File: config.mk
export PLATFORM = sky130hd
export DESIGN_NAME = tw_ctrl_slave
export DESIGN_NICKNAME = d
export VERILOG_FILES = /design/src/rtl/tw_pkg.sv /design/src/rtl/tw_edge.sv /design/src/rtl/tw_shifter.sv /design/src/rtl/tw_proto.sv /design/src/rtl/tw_ctrl_slave.sv
export SDC_FILE = /design/constraint.sdc
export NUM_CORES = 1
export LEC_CHECK = 0
export ABC_AREA = 1
export CAP_MARGIN = 20
export CORE_MARGIN = 2
export CORE_UTILIZATION = 53
export CTS_BUF_LIST = sky130_fd_sc_hd__clkbuf_4
export DETAILED_ROUTE_END_ITERATION = 10
export DONT_BUFFER_PORTS = 1
export GPL_TIMING_DRIVEN = 0
export PLACE_DENSITY_LB_ADDON = 0.1
export SKIP_CTS_REPAIR_TIMING = 1
export SLEW_MARGIN = 20
export SYNTH_ARGS = -nofsm -noshare
export SYNTH_HDL_FRONTEND = slang
export SYNTH_SLANG_ARGS = --single-unit
export TNS_END_PERCENT = 20
File: constraint.sdc
create_clock -name clk -period 6 [get_ports clk]
set_input_delay 0.6 -clock clk [delete_from_list [all_inputs] [get_ports clk]]
set_output_delay 0.6 -clock clk [all_outputs]
set_load 0.02 [all_outputs]
File: src/rtl/tw_pkg.sv
package tw_pkg;
  // session state of the protocol engine
  typedef enum logic [2:0] {
    S_IDLE,   // not selected
    S_REGB,   // expecting the register byte
    S_DHI,    // expecting data bits 15:8
    S_DLO,    // expecting data bits 7:0
    S_TX,     // sending read bytes
    S_HOLD    // session used up, wait for reselection
  } sess_e;

  // transfer code as it appears in bits 1:0 of the selection byte
  localparam logic [1:0] XFER_WR = 2'b10;
  localparam logic [1:0] XFER_RD = 2'b11;
endpackage

File: src/rtl/tw_edge.sv
module tw_edge (
  input  logic clk,
  input  logic rst_n,
  input  logic scl_i,
  input  logic mode_i,
  output logic rise_o,
  output logic mode_chg_o
);
  logic scl_q, mode_q, awake_q, awake_d, edge_raw;

  assign edge_raw   = scl_i & ~scl_q;
  assign rise_o     = edge_raw & awake_q;
  assign mode_chg_o = mode_i ^ mode_q;

  always_comb begin
    awake_d = awake_q | edge_raw;
  end

  always_ff @(posedge clk or negedge rst_n) begin
    if (!rst_n) begin
      scl_q   <= 1'b1;
      mode_q  <= 1'b0;
      awake_q <= 1'b0;
    end else begin
      scl_q   <= scl_i;
      mode_q  <= mode_i;
      awake_q <= awake_d;
    end
  end


  wake_before_bit_chk: assert property (@(posedge clk) disable iff (!rst_n)
    rise_o |-> $past(awake_d));
endmodule

File: src/rtl/tw_shifter.sv
module tw_shifter #(
  parameter int BW = 8
) (
  input  logic          clk,
  input  logic          rst_n,
  input  logic          rise_i,
  input  logic          mode_chg_i,
  input  logic          data_i,
  input  logic          load_i,
  input  logic [BW-1:0] load_byte_i,
  output logic [BW-1:0] byte_o,
  output logic          done_o,
  output logic          tx_bit_o
);
  localparam int CW = $clog2(BW);
  localparam logic [CW-1:0] LAST = CW'(BW - 1);

  logic [BW-2:0] sh_q, sh_d;
  logic [CW-1:0] cnt_q, cnt_d;
  logic [BW-1:0] byte_q, byte_d, tx_q, tx_d;
  logic          done_q, done_d;

  always_comb begin
    sh_d   = sh_q;
    cnt_d  = cnt_q;
    byte_d = byte_q;
    done_d = 1'b0;
    tx_d   = tx_q;
    if (mode_chg_i) begin
      cnt_d = '0;
    end else if (rise_i) begin
      sh_d = {data_i, sh_q[BW-2:1]};
      if (cnt_q == LAST) begin
        cnt_d  = '0;
        byte_d = {data_i, sh_q};
        done_d = 1'b1;
      end else begin
        cnt_d = cnt_q + 1'b1;
      end
    end
    if (load_i)      tx_d = load_byte_i;
    else if (rise_i) tx_d = {1'b1, tx_q[BW-1:1]};
  end

  always_ff @(posedge clk or negedge rst_n) begin
    if (!rst_n) begin
      sh_q   <= '0;
      cnt_q  <= '0;
      byte_q <= '0;
      done_q <= 1'b0;
      tx_q   <= '1;
    end else begin
      sh_q   <= sh_d;
      cnt_q  <= cnt_d;
      byte_q <= byte_d;
      done_q <= done_d;
      tx_q   <= tx_d;
    end
  end

  assign byte_o   = byte_q;
  assign done_o   = done_q;
  assign tx_bit_o = tx_q[0];


  done_after_rise_chk: assert property (@(posedge clk) disable iff (!rst_n)
    done_o |-> $past(rise_i));

  done_cnt_wrap_chk: assert property (@(posedge clk) disable iff (!rst_n)
    done_o |-> (cnt_q == '0));
endmodule

File: src/rtl/tw_proto.sv
module tw_proto
  import tw_pkg::*;
#(
  parameter int BW   = 8,
  parameter int AW   = 7,
  parameter int DW   = 16,
  parameter int PINS = 2,
  parameter logic [BW-3-PINS:0] DEV_HI = 4'b0001
) (
  input  logic          clk,
  input  logic          rst_n,
  input  logic          done_i,
  input  logic [BW-1:0] byte_i,
  input  logic          mode_i,
  input  logic          mode_chg_i,
  input  logic [PINS-1:0] strap_i,
  input  logic [DW-1:0] reg_rdata_i,
  input  logic          reg_hit_i,
  output logic          load_o,
  output logic [BW-1:0] load_byte_o,
  output logic          oe_o,
  output logic [AW-1:0] reg_addr_o,
  output logic [DW-1:0] reg_wdata_o,
  output logic          reg_wr_o,
  output logic          reg_rd_o
);
  localparam int HW = DW / 2;

  sess_e         st_q, st_d;
  logic [AW-1:0] wa_q, wa_d, pa_q, pa_d;
  logic          prep_q, prep_d, rd_ok;
  logic [BW-1:0] whi_q, whi_d;
  logic [DW-1:0] rdat_q, rdat_d;
  logic [1:0]    txi_q, txi_d;
  logic          dev_hit;

  assign dev_hit     = (byte_i[BW-1:2] == {DEV_HI, strap_i});
  assign rd_ok       = prep_q & reg_hit_i;
  assign reg_addr_o  = (st_q == S_DLO) ? wa_q : pa_q;
  assign reg_wdata_o = {whi_q, byte_i};
  assign oe_o        = (st_q == S_TX) & mode_i;

  always_comb begin
    st_d = st_q; wa_d = wa_q; pa_d = pa_q; prep_d = prep_q;
    whi_d = whi_q; rdat_d = rdat_q; txi_d = txi_q;
    load_o = 1'b0; load_byte_o = '0; reg_wr_o = 1'b0; reg_rd_o = 1'b0;
    if (mode_chg_i && !mode_i) begin
      st_d = S_IDLE;
    end else if (done_i && !mode_i) begin
      st_d = S_IDLE;
      if (dev_hit && byte_i[1:0] == XFER_WR) begin
        st_d = S_REGB;
      end else if (dev_hit && byte_i[1:0] == XFER_RD) begin
        st_d        = S_TX;
        txi_d       = 2'd0;
        reg_rd_o    = prep_q;
        rdat_d      = rd_ok ? reg_rdata_i : '0;
        load_o      = 1'b1;
        load_byte_o = {pa_q, ~rd_ok};
      end
    end else if (done_i) begin
      unique case (st_q)
        S_REGB: begin
          if (byte_i[0]) begin
            pa_d = byte_i[BW-1:1]; prep_d = 1'b1; st_d = S_HOLD;
          end else begin
            wa_d = byte_i[BW-1:1]; st_d = S_DHI;
          end
        end
        S_DHI: begin whi_d = byte_i; st_d = S_DLO; end
        S_DLO: begin reg_wr_o = reg_hit_i; st_d = S_HOLD; end
        S_TX: begin
          if (txi_q == 2'd0) begin
            load_o = 1'b1; load_byte_o = rdat_q[DW-1:HW]; txi_d = 2'd1;
          end else if (txi_q == 2'd1) begin
            load_o = 1'b1; load_byte_o = rdat_q[HW-1:0]; txi_d = 2'd2;
          end else begin
            st_d = S_HOLD;
          end
        end
        default: ;
      endcase
    end
  end

  always_ff @(posedge clk or negedge rst_n) begin
    if (!rst_n) begin
      st_q <= S_IDLE; wa_q <= '0; pa_q <= '0; prep_q <= 1'b0;
      whi_q <= '0; rdat_q <= '0; txi_q <= '0;
    end else begin
      st_q <= st_d; wa_q <= wa_d; pa_q <= pa_d; prep_q <= prep_d;
      whi_q <= whi_d; rdat_q <= rdat_d; txi_q <= txi_d;
    end
  end


  wr_then_hold_chk: assert property (@(posedge clk) disable iff (!rst_n)
    reg_wr_o |=> (st_q == S_HOLD));

  rd_session_chk: assert property (@(posedge clk) disable iff (!rst_n)
    reg_rd_o |=> (st_q == S_TX));

  strobe_excl_chk: assert property (@(posedge clk) disable iff (!rst_n)
    !(reg_wr_o && reg_rd_o));

  no_drive_addr_chk: assert property (@(posedge clk) disable iff (!rst_n)
    !mode_i |-> !oe_o);
endmodule

File: src/rtl/tw_ctrl_slave.sv
module tw_ctrl_slave #(
  parameter int BW   = 8,
  parameter int AW   = 7,
  parameter int DW   = 16,
  parameter int PINS = 2
) (
  input  logic            clk,
  input  logic            rst_n,
  input  logic            bus_clk_i,
  input  logic            bus_mode_i,
  input  logic            bus_data_i,
  output logic            bus_data_o,
  output logic            bus_data_oe,
  input  logic [PINS-1:0] strap_i,
  output logic [AW-1:0]   reg_addr_o,
  output logic [DW-1:0]   reg_wdata_o,
  output logic            reg_wr_o,
  output logic            reg_rd_o,
  input  logic [DW-1:0]   reg_rdata_i,
  input  logic            reg_hit_i
);
  logic [1:0]    rst_sync_q;
  logic          rst_core_n, rise, mode_chg, done, load;
  logic [BW-1:0] rx_byte, load_byte;

  // asynchronous assertion, synchronous release
  always_ff @(posedge clk or negedge rst_n) begin
    if (!rst_n) rst_sync_q <= 2'b00;
    else        rst_sync_q <= {rst_sync_q[0], 1'b1};
  end
  assign rst_core_n = rst_sync_q[1];

  tw_edge u_edge (
    .clk(clk), .rst_n(rst_core_n), .scl_i(bus_clk_i), .mode_i(bus_mode_i),
    .rise_o(rise), .mode_chg_o(mode_chg)
  );

  tw_shifter #(.BW(BW)) u_shift (
    .clk(clk), .rst_n(rst_core_n), .rise_i(rise), .mode_chg_i(mode_chg),
    .data_i(bus_data_i), .load_i(load), .load_byte_i(load_byte),
    .byte_o(rx_byte), .done_o(done), .tx_bit_o(bus_data_o)
  );

  tw_proto #(.BW(BW), .AW(AW), .DW(DW), .PINS(PINS)) u_proto (
    .clk(clk), .rst_n(rst_core_n), .done_i(done), .byte_i(rx_byte),
    .mode_i(bus_mode_i), .mode_chg_i(mode_chg), .strap_i(strap_i),
    .reg_rdata_i(reg_rdata_i), .reg_hit_i(reg_hit_i),
    .load_o(load), .load_byte_o(load_byte), .oe_o(bus_data_oe),
    .reg_addr_o(reg_addr_o), .reg_wdata_o(reg_wdata_o),
    .reg_wr_o(reg_wr_o), .reg_rd_o(reg_rd_o)
  );
endmodule

After elaboration in Yosys (flattened, before gate mapping) --
Cells that the tools add are included.
Word-level totals: output and inout bits 27, bits in registers 76
Operators by class: mux-type cells 50, reduce and logical (&&, ||, !) cells 21, $add $sub $neg 1, eq/ne operators 13, bitwise gates (word level) 13
Operators with widths (count):
- $mux W8 | 10
- $mux W3 | 11
- $mux W1 | 19
- $mux W16 | 1
- $mux W2 | 7
- $pmux W3 S4 | 1
- $reduce_and A4 Y1 | 3
- $reduce_and A5 Y1 | 2
- $ne A4 B4 Y1 const B | 2
- $reduce_bool A2 Y1 | 4
- $mux W7 | 1
- $not A1 Y1 | 7
- $eq A3 B2 Y1 const B | 2
- $eq A3 B3 Y1 const B | 2
- $eq A6 B3 Y1 | 1
- $reduce_and A6 Y1 | 1
- $reduce_bool A3 Y1 | 2
- $reduce_bool A6 Y1 | 1
- $and A1 B1 Y1 | 4
- $eq A2 B2 Y1 const B | 2
- $logic_and A1 B1 Y1 | 4
- $ne A2 B2 Y1 const B | 2
- $add A3 B1 Y3 const B | 1
- $eq A3 B1 Y1 const B | 1
- 7 further kinds | 7

Depth between registers and ports, before layout --
depth after elaboration 8, depth in mapped cells 10, depth with buffers taken out 10

Hierarchy --
From an unflattened synthesis, not the netlist that was laid out.
Unflattened totals: cells, all modules 454, area, all modules 3917.5 µm²
By module, submodules not included:
- tw_proto | area an instance 2563.7 µm², times used 1, sequential area each 1101.1 µm², cells each 311
- tw_shifter | area an instance 1181.1 µm², times used 1, sequential area each 685.7 µm², cells each 127
- tw_edge | area an instance 118.9 µm², times used 1, sequential area each 76.3 µm², cells each 13
- tw_ctrl_slave | area an instance 53.8 µm², times used 1, sequential area each 50.0 µm², cells each 3

Worst setup path after synthesis --
Ideal clock, no wire load.
kind input-to-output, start point in bus_mode_i, end point out reg_wr_o, arrival 1.728 ns, stages 5, slack 3.672 ns, buffers on the path 0, cell sequence inv_1 ha_1 inv_2 nand3_1 nor3b_1
Between the ends: longest elaborated chain between the ends 4, elaborated cells between the ends (all ways) 6
RTL lines:
- start: declaration | line tw_ctrl_slave.sv:10 | input logic bus_mode_i,
- $logic_not A1 Y1 | line tw_proto.sv:47, tw_proto.sv:49
- $logic_and A1 B1 Y1 | line tw_proto.sv:49 | end else if (done_i && !mode_i) begin
- $mux W1 | line tw_proto.sv:49
- $mux W1 (*) | line tw_proto.sv:47 | if (mode_chg_i && !mode_i) begin
- end: declaration | line tw_ctrl_slave.sv:17 | output logic reg_wr_o,
Mark *: on every way between the ends. The rest lies on a longest branch, timed or not.

Worst setup path after layout --
start point reg u_shift.byte_q[2], in the netlist u_shift.byte_o[2], end point out reg_rd_o
Between the ends: longest elaborated chain between the ends 6, elaborated cells between the ends (all ways) 7
RTL lines:
- start: declaration | line tw_shifter.sv:20 | logic [BW-1:0] byte_q, byte_d, tx_q, tx_d;
- start signal: assignment | line tw_shifter.sv:55 | byte_q <= byte_d;
- $eq A6 B3 Y1 (*) | line tw_proto.sv:37 | assign dev_hit = (byte_i[BW-1:2] == {DEV_HI, strap_i});
- $logic_and A1 B1 Y1 | line tw_proto.sv:53 | end else if (dev_hit && byte_i[1:0] == XFER_RD) begin
- $mux W1 | line tw_proto.sv:53
- $mux W1 (*) | line tw_proto.sv:51 | if (dev_hit && byte_i[1:0] == XFER_WR) begin
- $mux W1 (*) | line tw_proto.sv:49
- $mux W1 (*) | line tw_proto.sv:47
- end: declaration | line tw_ctrl_slave.sv:18 | output logic reg_rd_o,
Marks and branches as above.

==> metrics.md <==
| Metric | Value |
|---|---|
| Status | `finished, final reports clean` |
| Worst Hold End | `u_edge.scl_q$_DFF_PN1_` |
| Final wirelength | `about 7700 um` |
| Hold depth | `0` |
| R2R cell count | `7` |
| I/O pin count | `51` |
| Post-Synthesis Cells | `about 410` |
| CTS tree | `done` |
| Final hold vios | `0` |
| Multi-input logic area | `0.00137 sq mm` |
| Initial antenna violation count | `0` |
| Hold_ws | `0.168 ns` |
| Hold Crit Class | `in2reg` |
| Reg2reg end | `u_proto.whi_q[7]$_DFFE_PN0P_` |
| Fmax | `0.357 GHz` |
| Initial Utilization | `between 50% and 60%` |
| Drt drc | `0` |
| Largest area contributor in the netlist | `dfrtp_1` |
| Final period util | `46.7%` |
| Fillers | `593` |
| Critical path's largest stage delay | `~0.51 ns` |
| Diodes inserted | `0` |
| Final Critical Period | `about 2.8 ns` |
| Vias per cell | `approximately 5.5` |
| Post-synth cell types | `31` |
| Total gr overflow | `0` |
| CP bufs+invs | `2` |
| Crit path kind | `reg2out` |
| Most frequent CP cell | `nand2_1` |
| Delay-heaviest family, CP | `simple AND/OR/NAND/NOR gates` |
| Die outline area | `0.00739 sq mm` |
| Die Y | `around 86 um` |
| Startpoint types | `flop` |
| Vias | `roughly 2800` |
| Hpwl dp | `5740 um` |
| Synth top area share | `a little under half` |
| Antenna Violating Nets Remaining | `0` |
| RR Startpoint | `u_edge.mode_q$_DFF_PN0_` |
| Unrepaired setup endpoints after global routing | `no` |
| Layout area overhead | `7.80%` |
| Slew @ Worst Pin | `roughly 0.7 ns` |
| Share of layout cells above drive strength 1 | `between 15 and 20%` |
| Area after DPL | `0.00369 sq mm` |
| Yosys reg bits | `76` |
| # rows | `29` |
| Crit-path max FO | `10` |
| Post-DR wirelength/cell | `15.1 um` |
| Crit path from | `u_shift.byte_o[2]$_DFFE_PN0P_` |
| Final Skew | `0.0178 ns` |
| Vias in the first global route | `2692` |
| P per Cell Area | `between 200 and 300 mW/mm^2` |
| Synthesized cell area | `0.00356 sq mm` |
| Chip Width | `86.0 um` |
| Post-Syn Area per Cell | `~8.6 sq um` |
| Min-delay src | `bus_clk_i` |
| Element type at the critical path end | `output port` |
| Setup TNS | `0 ns` |
| Core area | `0.00642 sq mm` |
| Slowest-stage cell, CP | `dfrtp_1` |
| Final Max Tran Viols | `0` |
| Leakage | `1.85 nW` |
| Overall routing resource usage | `23.0%` |
| Internal power | `0.719 mW` |
| Post-synth EDFFs | `0` |
| Worst Path Required | `5.40 ns` |
| Clock buffer depth | `2` |
| Synth area leaders | `dfrtp_1, nand2_1, dfstp_2, o21ai_0, inv_1` |
| Final setup fails | `0` |
| Clock Power Share | `31.6%` |
| Max transition margin | `roughly 54%` |
| Gate power share | `under 10%` |
| Ys async rst share | `100%` |
| Drt pass-1 iters | `4` |
| Critical-path cell list | `inv_2, nand2_1, nand2_1, nor2_2, nand4_1, buf_2, nor2_1` |
| Final #Nets | `453` |
| VDD IR max | `between 0.2 and 0.25 mV` |
| Gpl congestion | `0.821` |
| Port Buf Inserts | `0` |
| Root buffer cell | `clkbuf_4` |
| Initial DRC count | `100` |
| Ys flop type | `dfrtp_1` |
| Clock buffer count from CTS | `9` |
| Synth warn | `0` |
| Largest net degree at the start of global routing | `47` |
| Reg2reg setup slack | `4.12 ns` |
| Register area | `0.00192 sq mm` |
| Sw power | `0.269 mW` |
| Clk sink count | `76` |
| Max cap viols | `0` |
| Arrival time at the worst endpoint | `2.20 ns` |
| Sw frac | `a little over a quarter` |
| Syn Nets | `440` |
| Worst-path clk slew | `approximately 0.12 ns` |
| H-tree levels | `3` |
| Fin area | `0.00384 sq mm` |
| Worst-skew pair later-pin latency | `0.41 ns` |
| Sequential cell area fraction in the yosys report | `53.7%` |
| Sequential power share | `59.0%` |
| First-pass GRT wire length | `13200 um` |
[final cells by class]
class	instances	share of cell area [%]
clock inverter	6	1.69
clock buffer	10	1.96
inverter	54	5.28
timing repair buffer	2	0.978
tap	77	2.51
buffer	12	1.89
sequential	76	49.9
multi-input combinational	271	35.8
[cells in the mapped netlist, types with 2 or more instances]
| cell type | instances |
|---|---|
| o21ai_2 | 6 |
| a21oi_1 | 18 |
| nor2_8 | 2 |
| clkbuf_1 | 5 |
| nor2_2 | 6 |
| dfrtp_1 | 67 |
| mux2_2 | 2 |
| nand4_1 | 8 |
| o21ai_0 | 40 |
| o22ai_1 | 7 |
| nand3_1 | 35 |
| buf_2 | 4 |
| o21ai_1 | 6 |
| inv_1 | 48 |
| inv_2 | 6 |
| dfstp_2 | 9 |
| nor2_1 | 45 |
| ha_1 | 3 |
| nand3_2 | 6 |
| nand2_1 | 79 |
[cell usage in the layout (no fill, tap or decap), types with 3 or more instances in the layout]
| master | n |
|---|---|
| a21oi_1 | 18 |
| buf_2 | 4 |
| clkbuf_1 | 5 |
| clkbuf_4 | 11 |
| dfrtp_1 | 66 |
| dfstp_2 | 9 |
| ha_1 | 3 |
| inv_1 | 48 |
| inv_2 | 6 |
| nand2_1 | 79 |
| nand3_1 | 35 |
| nand3_2 | 6 |
| nand4_1 | 8 |
| nor2_1 | 45 |
| nor2_2 | 6 |
| o21ai_0 | 40 |
| o21ai_1 | 6 |
| o21ai_2 | 6 |
| o22ai_1 | 7 |
[cell families (layout without fill, tap and decap cells)]
logic type	count (synthesis)	after routing	synth area share (%)
other	1	1	0.105
multiplexers	2	2	0.632
AND/OR/NAND/NOR	187	187	24.8
adder cells (fa/ha/maj)	3	3	1.05
flip-flops	76	76	53.7
buffers and inverters	66	84	7.73
AO/OA/AOI/OAI	78	78	11.9
[flip-flops by register name, summed over array words and instances (netlist names), 3 cells and up]
signal	cells
u_shift.sh_q	7
u_shift.byte_o	8
u_proto.wa_q	7
u_shift.cnt_q	3
u_proto.rdat_q	16
u_proto.st_q	3
u_shift.tx_q	8
u_proto.whi_q	8
u_proto.pa_q	7
[worst max path at each step]
stage	to	slack (ns)	depth (start not counted)
6_report	reg_rd_o	3.20	7
5_1_grt	reg_rd_o	3.08	7
4_1_cts	reg_rd_o	3.19	7
3_5_place_dp	reg_wr_o	3.48	5
3_3_place_gp	u_edge.awake_q$_DFF_PN0_	2.91	0
2_1_floorplan	reg_wr_o	3.67	5
[layer usage]
metal,part of all wire [%],track usage (%)
met1,46,32.2
met2,47,36.1
met3,5.8,4.62
met4,1.2,7.94
met5,0,0
[power by group through the flow]
stage	Sequential, mW	Combinational [mW]	Clock (mW)
after CTS	0.584	0.0942	0.318
after floorplan	0.589	0.0721	0
after detailed placement	0.594	0.0937	0
final	0.583	0.0933	0.312
after global routing	0.590	0.109	0.337
after global placement	0.597	0.0830	0
[per-stage QoR]
step           total power [mW]  worst slack, ns  instances  util [%]
3_3_place_gp              0.680             2.91        490      56.9
5_1_grt                    1.04             3.08        508      59.8
3_5_place_dp              0.688             3.48        491      57.4
4_1_cts                   0.996             3.19        507      59.6
2_1_floorplan             0.661             3.67        413         -
6_report                  0.988             3.20        508      59.8
No activity file was read; power rests on OpenSTA's default activity.
